$ cat src/rtl/lek_pkg.sv
// Package lek_pkg
// Shared command type and the key-count decoding used by the serial front end.
// Assumes key counts fit in 32 bits.
package lek_pkg;

    typedef enum logic [3:0] {
        CMD_NONE,
        CMD_SW,
        CMD_BPUSH,
        CMD_BCOMMIT,
        CMD_CFGW,
        CMD_CFGR,
        CMD_OPEN,
        CMD_SHORT,
        CMD_BOTH,
        CMD_END,
        CMD_THERM
    } cmd_e;

    // Map a count of rising serial edges seen in the latch window to a command
    function automatic cmd_e key_to_cmd(input int unsigned n);
        case (n)
            1, 2:    return CMD_SW;
            3, 4:    return CMD_BPUSH;
            5, 6:    return CMD_BCOMMIT;
            7:       return CMD_CFGW;
            8:       return CMD_CFGR;
            9:       return CMD_OPEN;
            10:      return CMD_SHORT;
            11:      return CMD_BOTH;
            12:      return CMD_END;
            13:      return CMD_THERM;
            default: return CMD_NONE;
        endcase
    endfunction

endpackage

$ cat src/rtl/lek_key_decode.sv
// Module lek_key_decode
// Recovers serial clock edges from the synchronised serial clock, counts the
// rising edges inside each latch-high window, and issues one command in the
// cycle the latch line falls.
// Assumes sclk_i and le_i are synchronous to clk, and that clk runs at least
// twice the serial clock rate.
module lek_key_decode
    import lek_pkg::*;
#(
    parameter int CNT_W = 5
) (
    input  logic clk,
    input  logic rst_n,
    input  logic sclk_i,
    input  logic le_i,
    output logic sclk_rise_o,
    output logic sclk_fall_o,
    output cmd_e cmd_o
);

    logic             sclk_q;
    logic             le_q;
    logic [CNT_W-1:0] cnt_q;
    logic             le_fall;

    // Hold the previous serial clock and latch levels for edge detection
    always_ff @(posedge clk) begin
        if (!rst_n) begin
            sclk_q <= 1'b0;
            le_q   <= 1'b0;
        end else begin
            sclk_q <= sclk_i;
            le_q   <= le_i;
        end
    end

    assign sclk_rise_o = sclk_i & ~sclk_q;
    assign sclk_fall_o = ~sclk_i & sclk_q;
    assign le_fall     = le_q & ~le_i;

    // Count rising serial edges while the latch is high, saturating at all ones
    always_ff @(posedge clk) begin
        if (!rst_n || !le_i) begin
            cnt_q <= '0;
        end else if (sclk_rise_o && (cnt_q != '1)) begin
            cnt_q <= cnt_q + 1'b1;
        end
    end

    // Decode the finished count in the cycle the latch line falls
    always_comb begin
        cmd_o = CMD_NONE;
        if (le_fall) begin
            cmd_o = key_to_cmd({{(32-CNT_W){1'b0}}, cnt_q});
        end
    end

    // the count is empty whenever the latch line was low
    p_cnt_idle_r2: assert property (@(posedge clk) disable iff (!rst_n)
        !le_i |=> (cnt_q == '0));

    // a rising serial edge inside the window advances the count by one
    p_cnt_step_r2: assert property (@(posedge clk) disable iff (!rst_n)
        (le_i && sclk_rise_o && (cnt_q != '1)) |=> (cnt_q == $past(cnt_q) + 1'b1));

endmodule

$ cat src/rtl/lek_shifter.sv
// Module lek_shifter
// Serial input shift register with parallel load for read-out, plus the serial
// output stage with an optional falling-edge retime for cascaded devices.
// Assumes rise and fall are single-cycle edge pulses that never coincide.
module lek_shifter #(
    parameter int W = 16
) (
    input  logic         clk,
    input  logic         rst_n,
    input  logic         rise_i,
    input  logic         fall_i,
    input  logic         sdi_i,
    input  logic         load_i,
    input  logic [W-1:0] load_val_i,
    input  logic         retime_i,
    output logic [W-1:0] word_o,
    output logic         sdo_o
);

    logic [W-1:0] sr_q;
    logic         out_bit_q;
    logic         sdo_q;

    // Shift in MSB first on each rising serial edge; a read key reloads the register
    always_ff @(posedge clk) begin
        if (!rst_n) begin
            sr_q <= '0;
        end else if (load_i) begin
            sr_q <= load_val_i;
        end else if (rise_i) begin
            sr_q <= {sr_q[W-2:0], sdi_i};
        end
    end

    // Remember the bit that left the top of the register at the last rising edge
    always_ff @(posedge clk) begin
        if (!rst_n) begin
            out_bit_q <= 1'b0;
        end else if (rise_i) begin
            out_bit_q <= sr_q[W-1];
        end
    end

    // Present that bit at the following falling edge for the retimed output
    always_ff @(posedge clk) begin
        if (!rst_n) begin
            sdo_q <= 1'b0;
        end else if (fall_i) begin
            sdo_q <= out_bit_q;
        end
    end

    assign word_o = sr_q;
    assign sdo_o  = retime_i ? sdo_q : sr_q[W-1];

    // one rising edge shifts exactly one data bit in at the bottom
    p_shift_in_r1: assert property (@(posedge clk) disable iff (!rst_n)
        (rise_i && !load_i) |=> ((sr_q[0] == $past(sdi_i)) && (sr_q[W-1:1] == $past(sr_q[W-2:0]))));

    // in retime mode the serial output moves only on a falling edge
    p_retime_hold_r11: assert property (@(posedge clk) disable iff (!rst_n)
        (retime_i && !fall_i) |=> (!retime_i || $stable(sdo_o)));

endmodule

$ cat src/rtl/lek_bright_bank.sv
// Module lek_bright_bank
// Double-buffered brightness storage: a staging chain fed one word per push,
// and an active bank committed all at once. The commit word goes to channel 0
// and stage k goes to channel k+1.
// Assumes NCH is at least 2.
module lek_bright_bank #(
    parameter int NCH = 16,
    parameter int W   = 16
) (
    input  logic             clk,
    input  logic             rst_n,
    input  logic             push_i,
    input  logic             commit_i,
    input  logic [W-1:0]     word_i,
    output logic [NCH*W-1:0] bright_o
);

    localparam int NSTG = NCH - 1;

    logic [W-1:0] stage_q [NSTG];
    logic [W-1:0] act_q   [NCH];

    // Entry of the staging chain takes the pushed word
    always_ff @(posedge clk) begin
        if (!rst_n) begin
            stage_q[0] <= '0;
        end else if (push_i) begin
            stage_q[0] <= word_i;
        end
    end

    // Channel 0 of the active bank takes the commit word
    always_ff @(posedge clk) begin
        if (!rst_n) begin
            act_q[0] <= '0;
        end else if (commit_i) begin
            act_q[0] <= word_i;
        end
    end

    assign bright_o[W-1:0] = act_q[0];

    for (genvar g = 1; g < NSTG; g++) begin : g_stage
        // Each later stage takes the word of the stage before it on a push
        always_ff @(posedge clk) begin
            if (!rst_n) begin
                stage_q[g] <= '0;
            end else if (push_i) begin
                stage_q[g] <= stage_q[g-1];
            end
        end
    end

    for (genvar c = 1; c < NCH; c++) begin : g_act
        // Each higher channel takes its staged word on a commit
        always_ff @(posedge clk) begin
            if (!rst_n) begin
                act_q[c] <= '0;
            end else if (commit_i) begin
                act_q[c] <= stage_q[c-1];
            end
        end
        assign bright_o[c*W +: W] = act_q[c];
    end

    // a push alone never disturbs the active brightness words
    p_push_hold_r4: assert property (@(posedge clk) disable iff (!rst_n)
        (push_i && !commit_i) |=> $stable(bright_o));

    // a commit puts the current word on channel 0
    p_commit_ch0_r5: assert property (@(posedge clk) disable iff (!rst_n)
        commit_i |=> (bright_o[W-1:0] == $past(word_i)));

endmodule

$ cat src/rtl/lek_front.sv
// Module lek_front
// Top of the latch-keyed serial command front end: key decoding, shift
// register with serial output, configuration and switch words, brightness bank
// and diagnostic strobes.
// Assumes all serial inputs are synchronised to clk; reset is synchronous, active low.
module lek_front
    import lek_pkg::*;
#(
    parameter int W          = 16,
    parameter int NCH        = 16,
    parameter int RETIME_BIT = 13
) (
    input  logic             clk,
    input  logic             rst_n,
    input  logic             sclk_i,
    input  logic             sdi_i,
    input  logic             le_i,
    input  logic [W-1:0]     diag_i,
    output logic             sdo_o,
    output logic [W-1:0]     cfg_o,
    output logic [W-1:0]     sw_o,
    output logic [NCH*W-1:0] bright_o,
    output logic             chk_open_o,
    output logic             chk_short_o,
    output logic             chk_both_o,
    output logic             chk_end_o,
    output logic             therm_rd_o
);

    localparam int CNT_W = $clog2(W + 1);

    logic         rise;
    logic         fall;
    cmd_e         cmd;
    logic [W-1:0] word;
    logic         load;
    logic [W-1:0] load_val;
    logic [W-1:0] cfg_q;
    logic [W-1:0] sw_q;

    lek_key_decode #(.CNT_W(CNT_W)) i_dec (
        .clk         (clk),
        .rst_n       (rst_n),
        .sclk_i      (sclk_i),
        .le_i        (le_i),
        .sclk_rise_o (rise),
        .sclk_fall_o (fall),
        .cmd_o       (cmd)
    );

    // Pick the word placed in the shift register by a read key
    always_comb begin
        load     = 1'b0;
        load_val = cfg_q;
        case (cmd)
            CMD_CFGR:           load = 1'b1;
            CMD_END, CMD_THERM: begin
                load     = 1'b1;
                load_val = diag_i;
            end
            default:            load = 1'b0;
        endcase
    end

    lek_shifter #(.W(W)) i_sh (
        .clk        (clk),
        .rst_n      (rst_n),
        .rise_i     (rise),
        .fall_i     (fall),
        .sdi_i      (sdi_i),
        .load_i     (load),
        .load_val_i (load_val),
        .retime_i   (cfg_q[RETIME_BIT]),
        .word_o     (word),
        .sdo_o      (sdo_o)
    );

    lek_bright_bank #(.NCH(NCH), .W(W)) i_bank (
        .clk      (clk),
        .rst_n    (rst_n),
        .push_i   (cmd == CMD_BPUSH),
        .commit_i (cmd == CMD_BCOMMIT),
        .word_i   (word),
        .bright_o (bright_o)
    );

    // Configuration and switch words take the shifted word on their keys
    always_ff @(posedge clk) begin
        if (!rst_n) begin
            cfg_q <= '0;
            sw_q  <= '0;
        end else begin
            if (cmd == CMD_CFGW) cfg_q <= word;
            if (cmd == CMD_SW)   sw_q  <= word;
        end
    end

    // Register the diagnostic strobes as single-cycle pulses
    always_ff @(posedge clk) begin
        if (!rst_n) begin
            chk_open_o  <= 1'b0;
            chk_short_o <= 1'b0;
            chk_both_o  <= 1'b0;
            chk_end_o   <= 1'b0;
            therm_rd_o  <= 1'b0;
        end else begin
            chk_open_o  <= (cmd == CMD_OPEN);
            chk_short_o <= (cmd == CMD_SHORT);
            chk_both_o  <= (cmd == CMD_BOTH);
            chk_end_o   <= (cmd == CMD_END);
            therm_rd_o  <= (cmd == CMD_THERM);
        end
    end

    assign cfg_o = cfg_q;
    assign sw_o  = sw_q;

    // a configuration key stores the current shift word
    p_cfg_write_r6: assert property (@(posedge clk) disable iff (!rst_n)
        (cmd == CMD_CFGW) |=> (cfg_o == $past(word)));

    // never more than one diagnostic strobe at a time
    p_strobe_onehot_r8: assert property (@(posedge clk) disable iff (!rst_n)
        $onehot0({chk_open_o, chk_short_o, chk_both_o, chk_end_o, therm_rd_o}));

    // each strobe lasts exactly one cycle
    p_strobe_pulse_r8: assert property (@(posedge clk) disable iff (!rst_n)
        (chk_open_o || chk_short_o || chk_both_o || chk_end_o || therm_rd_o)
        |=> !(chk_open_o || chk_short_o || chk_both_o || chk_end_o || therm_rd_o));

    // with no decoded command, the configuration and switch words hold
    p_idle_hold_r9: assert property (@(posedge clk) disable iff (!rst_n)
        (cmd == CMD_NONE) |=> ($stable(cfg_o) && $stable(sw_o)));

endmodule

$ cat config.mk
export PLATFORM = sky130hd
export DESIGN_NAME = lek_front
export DESIGN_NICKNAME = d
export VERILOG_FILES = /design/src/rtl/lek_pkg.sv /design/src/rtl/lek_key_decode.sv /design/src/rtl/lek_shifter.sv /design/src/rtl/lek_bright_bank.sv /design/src/rtl/lek_front.sv
export SDC_FILE = /design/constraint.sdc
export NUM_CORES = 1
export LEC_CHECK = 0
export ABC_AREA = 0
export BUFFER_PORTS_ARGS = -buffer_cell sky130_fd_sc_hd__buf_4
export CAP_MARGIN = 20
export CORE_MARGIN = 2
export CORE_UTILIZATION = 45
export CTS_CLUSTER_SIZE = 14
export DETAILED_ROUTE_END_ITERATION = 6
export PLACE_DENSITY = 0.65
export SETUP_SLACK_MARGIN = 0.15
export SLEW_MARGIN = 5
export SYNTH_ARGS = -nofsm -noshare
export SYNTH_HDL_FRONTEND = slang
export SYNTH_SLANG_ARGS = --single-unit
$ cat constraint.sdc
create_clock -name clk -period 48.7 [get_ports clk]
set_input_delay 4.87 -clock clk [delete_from_list [all_inputs] [get_ports clk]]
set_output_delay 4.87 -clock clk [all_outputs]
set_load 0.03 [all_outputs]
======== After elaboration in Yosys (flattened, before gate mapping) ========
Memories as Yosys holds them, arrays and structs flattened. A register that Yosys moved wholly into a read port is not among the register bits.
Index checks and enable logic that the tools add are counted.
operators by class
  reductions and logical operators ........ 7
  mux-type cells .......................... 47
  add/subtract/negate cells ............... 1
  bitwise gates (word level) .............. 37
  eq/ne operators ......................... 11
operators by type and width
  cell                   count
  $mux W16               34
  $or A1 B1 Y1           31
  $eq A4 B3 Y1 const B   4
  $mux W4                4
  $eq A4 B4 Y1 const B   3
  $mux W1                9
  $eq A4 B2 Y1 const B   2
  $add A5 B1 Y5 const B  1
  $ne A5 B5 Y1 const B   1
  $eq A4 B1 Y1 const B   1
  $and A1 B1 Y1          3
  $not A1 Y1             3
  $reduce_or A3 Y1       1
  $logic_not A1 Y1       2
  $reduce_bool A2 Y1     1
  $reduce_or A2 Y1       1
  $logic_and A1 B1 Y1    1
  $logic_or A1 B1 Y1     1
storage, ports and cells
  memory bits (writable) .................. 496
  bits in read-only memories .............. 64
  input port bits ......................... 21
  memories kept ........................... 3
  output and inout bits ................... 294
  word-level logic and storage cells ...... 119
  register bits after elaboration ......... 62
memories
  name             depth  bits a word  rd ports  clocked after memory_dff  wr ports  RTL line               text
  i_bank.act_q     16     16           16        0                         16        lek_bright_bank.sv:21  logic [W-1:0] act_q [NCH];
  i_bank.stage_q   15     16           15        0                         15        lek_bright_bank.sv:20  logic [W-1:0] stage_q [NSTG];
  (no name shown)  16     4            1         1                         0         lek_pkg.sv:22          case (n)

======== Depth between registers and ports, before layout ========
  depth after elaboration ................. 8
  depth in mapped cells ................... 11
  depth with buffers taken out ............ 11

======== By module ========
Synthesis repeated with hierarchy kept, for this count alone.
second synthesis, totals
  cell total of the unflattened synthesis .. 1,427
  area, all modules ....................... 22,026.1 um^2
by module, submodules not included
  module           seq. area each (um^2)  times used  cells an instance  area each (um^2)
  lek_bright_bank  14,894.3               1           1,104              18,697.9
  lek_front        740.7                  1           181                1,781.7
  lek_shifter      360.3                  1           78                 932.1
  lek_key_decode   220.2                  1           64                 614.3

======== Least setup slack after synthesis ========
No wires, ideal clock.
  path kind ............................... input-to-reg
  start point ............................. in le_i
  end point ............................... mem i_bank.act_q[0][0] (enable)
  arrival time ............................ 23,945 ps
  slack ................................... 23,506 ps
  library setup time ...................... 1,249 ps
  data required time ...................... 47,451 ps
  path buffers ............................ 0
  cell stages on the path ................. 3
  cells stage by stage .................... nor3b_1 nand3_1 o31ai_1
RTL lines
  element          RTL line               text
  start, declared  lek_front.sv:17        input logic le_i,
  end, declared    lek_bright_bank.sv:21

==> impl_metrics.env <==
export IMPL_status="completed"
export IMPL_diodes=0
export IMPL_cp_arrival_ns=8.35
export IMPL_startpoint="rst_n"
export IMPL_grt_overflow=0
export IMPL_fp_dieW_microns=223.2
export IMPL_syn_to_final_growth_pct=21.63
export IMPL_power_density_nw_per_um2=38.24
export IMPL_ys_ff_latch=562
export IMPL_vias=11900
export IMPL_critPathKind="in -> reg"
export IMPL_max_slew_worst_pin_slew_ns=1.182
export IMPL_grt_pass1_wl_mm=69.11
export IMPL_power_mw=1.006
export IMPL_drv_cap=0
export IMPL_antenna_left=0
export IMPL_r2r_setup_slack_ns=44.89
export IMPL_path_clk_slew_ns=0.06
export IMPL_grt_max_degree=210
export IMPL_gr_usage_all_layers_pct=18.00
export IMPL_power_share_sequential_pct=54.5
export IMPL_synth_edf_count=496
export IMPL_dp_hpwl_mm=28.49
export IMPL_cts_hold_buffers=0
export IMPL_gp_congestion=0.7946
export IMPL_synthTopCellsByArea="edfxtp_1, and2_1, dfxtp_1, nand2_1, and3b_1"
export IMPL_min_period_ns=7.903
export IMPL_power_share_switching_pct=21.90
export IMPL_setup_viol=0
export IMPL_drt_wl_total_mm=45.32
export IMPL_critPathRequiredTime_ns=49.15
export IMPL_hold_class="reg -> reg"
export IMPL_final_cell_mix="and2_1, edfxtp_1, buf_4"
export IMPL_grt_setup_unrepaired="no"
export IMPL_grt_antenna_before_repair=0
export IMPL_layout_commonest_cell="and2_1"
export IMPL_end_kind="register"
export IMPL_fmaxAchievable_mhz=126.5
export IMPL_cts_sinks=562
export IMPL_synth_area_per_cell_sq_um=14.91
export IMPL_power_internal_mw=0.7856
export IMPL_cts_tree="done"
export IMPL_fp_dieH_microns=223.2
export IMPL_dieArea_sq_um=49830
export IMPL_portBuffers=314
export IMPL_netlist_area_sq_um=21630
export IMPL_synth_largest_area_cell="edfxtp_1"
export IMPL_r2r_start="i_dec.cnt_q[4]"
export IMPL_htree_levels=2
export IMPL_syn_num_nets=1476
export IMPL_worstRegToRegCells=7
export IMPL_cts_setup_buffers=0
export IMPL_netlist_area_leader_share_pct=68.86
export IMPL_synth_ff_type="edfxtp_1"
export IMPL_core_area_sq_um=47550
export IMPL_wire_per_inst_microns=18.80
export IMPL_finalClockSkew_ns=0.02405
export IMPL_clock_path_buffers=3
export IMPL_pwr_share_clk_pct=41.1
export IMPL_relSlewSlack_pct=21.20
export IMPL_synth_async_sr_flop_share_pct=0
export IMPL_p_switching_mw=0.2204
export IMPL_cts_buffers=56
export IMPL_ys_types=44
export IMPL_totalNegativeSetupSlack_ns=0
export IMPL_power_leakage_nw=10.33
export IMPL_pin_count=315
export IMPL_period_share_pct=16.23
export IMPL_first_iter_violations=980
export IMPL_r2r_end="i_bank.act_q[1][54]"
export IMPL_critPathCapture="i_bank.act_q[1][54]"
export IMPL_final_hold_violation_count=0
export IMPL_synthCells=1451
export IMPL_yosysWarnings=0
export IMPL_first_global_vias=11850
export IMPL_max_vdd_ir_drop_uv=25.97
export IMPL_fin_nets=1775
export IMPL_drv_slew=0
export IMPL_startpoint_type="input pin"
export IMPL_worstSkewPairLatency_ns=0.61
export IMPL_std_cell_rows=80
export IMPL_cts_repair_resized=0
export IMPL_drive_gt1_share_pct=23.39
export IMPL_drc_errors=0
export IMPL_p_comb_share_pct=4.4
export IMPL_initial_utilization_pct=45.49
export IMPL_root_buffer="clkbuf_16"
export IMPL_yosysSeqAreaShare_pct=74.97
export IMPL_crit_fanout=119
export IMPL_drt_first_pass_iters=4
export IMPL_vias_per_cell=4.937
area by class of cell:
type | instances | area (sq um)
flip-flops and latches | 562 | 16220
repair buffers | 329 | 2535
clock inverters | 35 | 306.5
clock buffers | 69 | 1450
multi-input cells | 797 | 5015
inverters | 4 | 15.01
well taps | 615 | 769.5
fillers | 3843 | 21240
worst min path at each step:
stage                    from   endpoint  slack [ns]  cells after the start
finish               sw_o[13]   sw_o[13]        0.46                      2
floorplan           cfg_o[13]  cfg_o[13]        0.46                      2
global route          sw_o[1]    sw_o[1]        0.49                      2
detailed placement   sw_o[13]   sw_o[13]        0.45                      2
global placement     sw_o[10]   sw_o[10]        0.44                      2
CTS                  sw_o[13]   sw_o[13]        0.46                      2
metrics by stage:
| step | instance area (sq um) | setup slack [ns] | util, % | cells | hold WS (ns) |
|---|---|---|---|---|---|
| final | 26310 | 40.80 | 55.33 | 2411 | 0.4623 |
| after global routing | 26310 | 40.39 | 55.33 | 2411 | 0.4911 |
| after CTS | 26240 | 40.71 | 55.20 | 2408 | 0.4599 |
| after detailed placement | 24490 | 40.06 | 51.50 | 2304 | 0.4494 |
| after global placement | 24490 | 40.14 | 51.50 | 2304 | 0.4436 |
| after floorplan | 21630 | 23.51 | - | 1451 | 0.4621 |
power by group through the flow:
stage / Sequential, mW / Clock [mW] / Combinational (mW)
floorplan: 0.581 / 0 / 0.0113
detailed placement: 0.559 / 0 / 0.0447
global route: 0.550 / 0.440 / 0.0470
global placement: 0.559 / 0 / 0.0442
finish: 0.548 / 0.413 / 0.0445
CTS: 0.549 / 0.423 / 0.0447
worst max-delay path: stages:
cell,delay (ns)
buf_4,0.44
or3b_1,0.49
nor2_4,0.65
buf_4,0.88
buf_4,0.70
and2_1,0.23
cell usage after synthesis (2+ instances only):
master and n:
and3b_1 32, inv_1 4, and3_1 3, buf_6 3
nand2b_1 5, edfxtp_1 496, buf_2 54, clkbuf_1 28
mux2i_1 8, and2_1 497, o31ai_1 2, or3b_1 2
a21oi_1 34, o221a_1 16, nand2_1 86, nor2_1 26
nand3b_1 2, buf_4 2, ha_1 4, nand3_1 5
o21ai_0 17, nor3b_1 2, a22oi_1 2, dfxtp_1 66
a21boi_1 32, nor2b_1 5
routing by layer:
metal	vias up	track usage, %	part of all wire [%]	routed length, microns
li1	5656	-	-	-
met1	5821	24.14	43	19580
met2	372	29.18	48	21570
met3	55	5.057	7.5	3377
met4	0	4.330	1.8	796
met5	-	0	0	0
cell families (layout without fill, tap and decap cells):
kind of cell	Yosys count	in the layout	share of synthesized area, %
DFF	562	562	74.97
buffers and inverters	92	437	2.048
muxes	10	10	0.4744
AOI/OAI and AO/OA	108	108	3.465
xor gates and xnor gates	2	2	0.08101
and+or+nand+nor	673	673	18.73
adders and majority gates	4	4	0.2314
state kept, by name, indices dropped and copies added, names as in the netlist, 5 cells and up, named ones only:
name,cells
cfg_o,16
i_bank.act_q,256
i_bank.stage_q,240
i_dec.cnt_q,5
i_sh.word_o,16
sw_o,16
No activity file was read; power rests on OpenSTA's default activity.
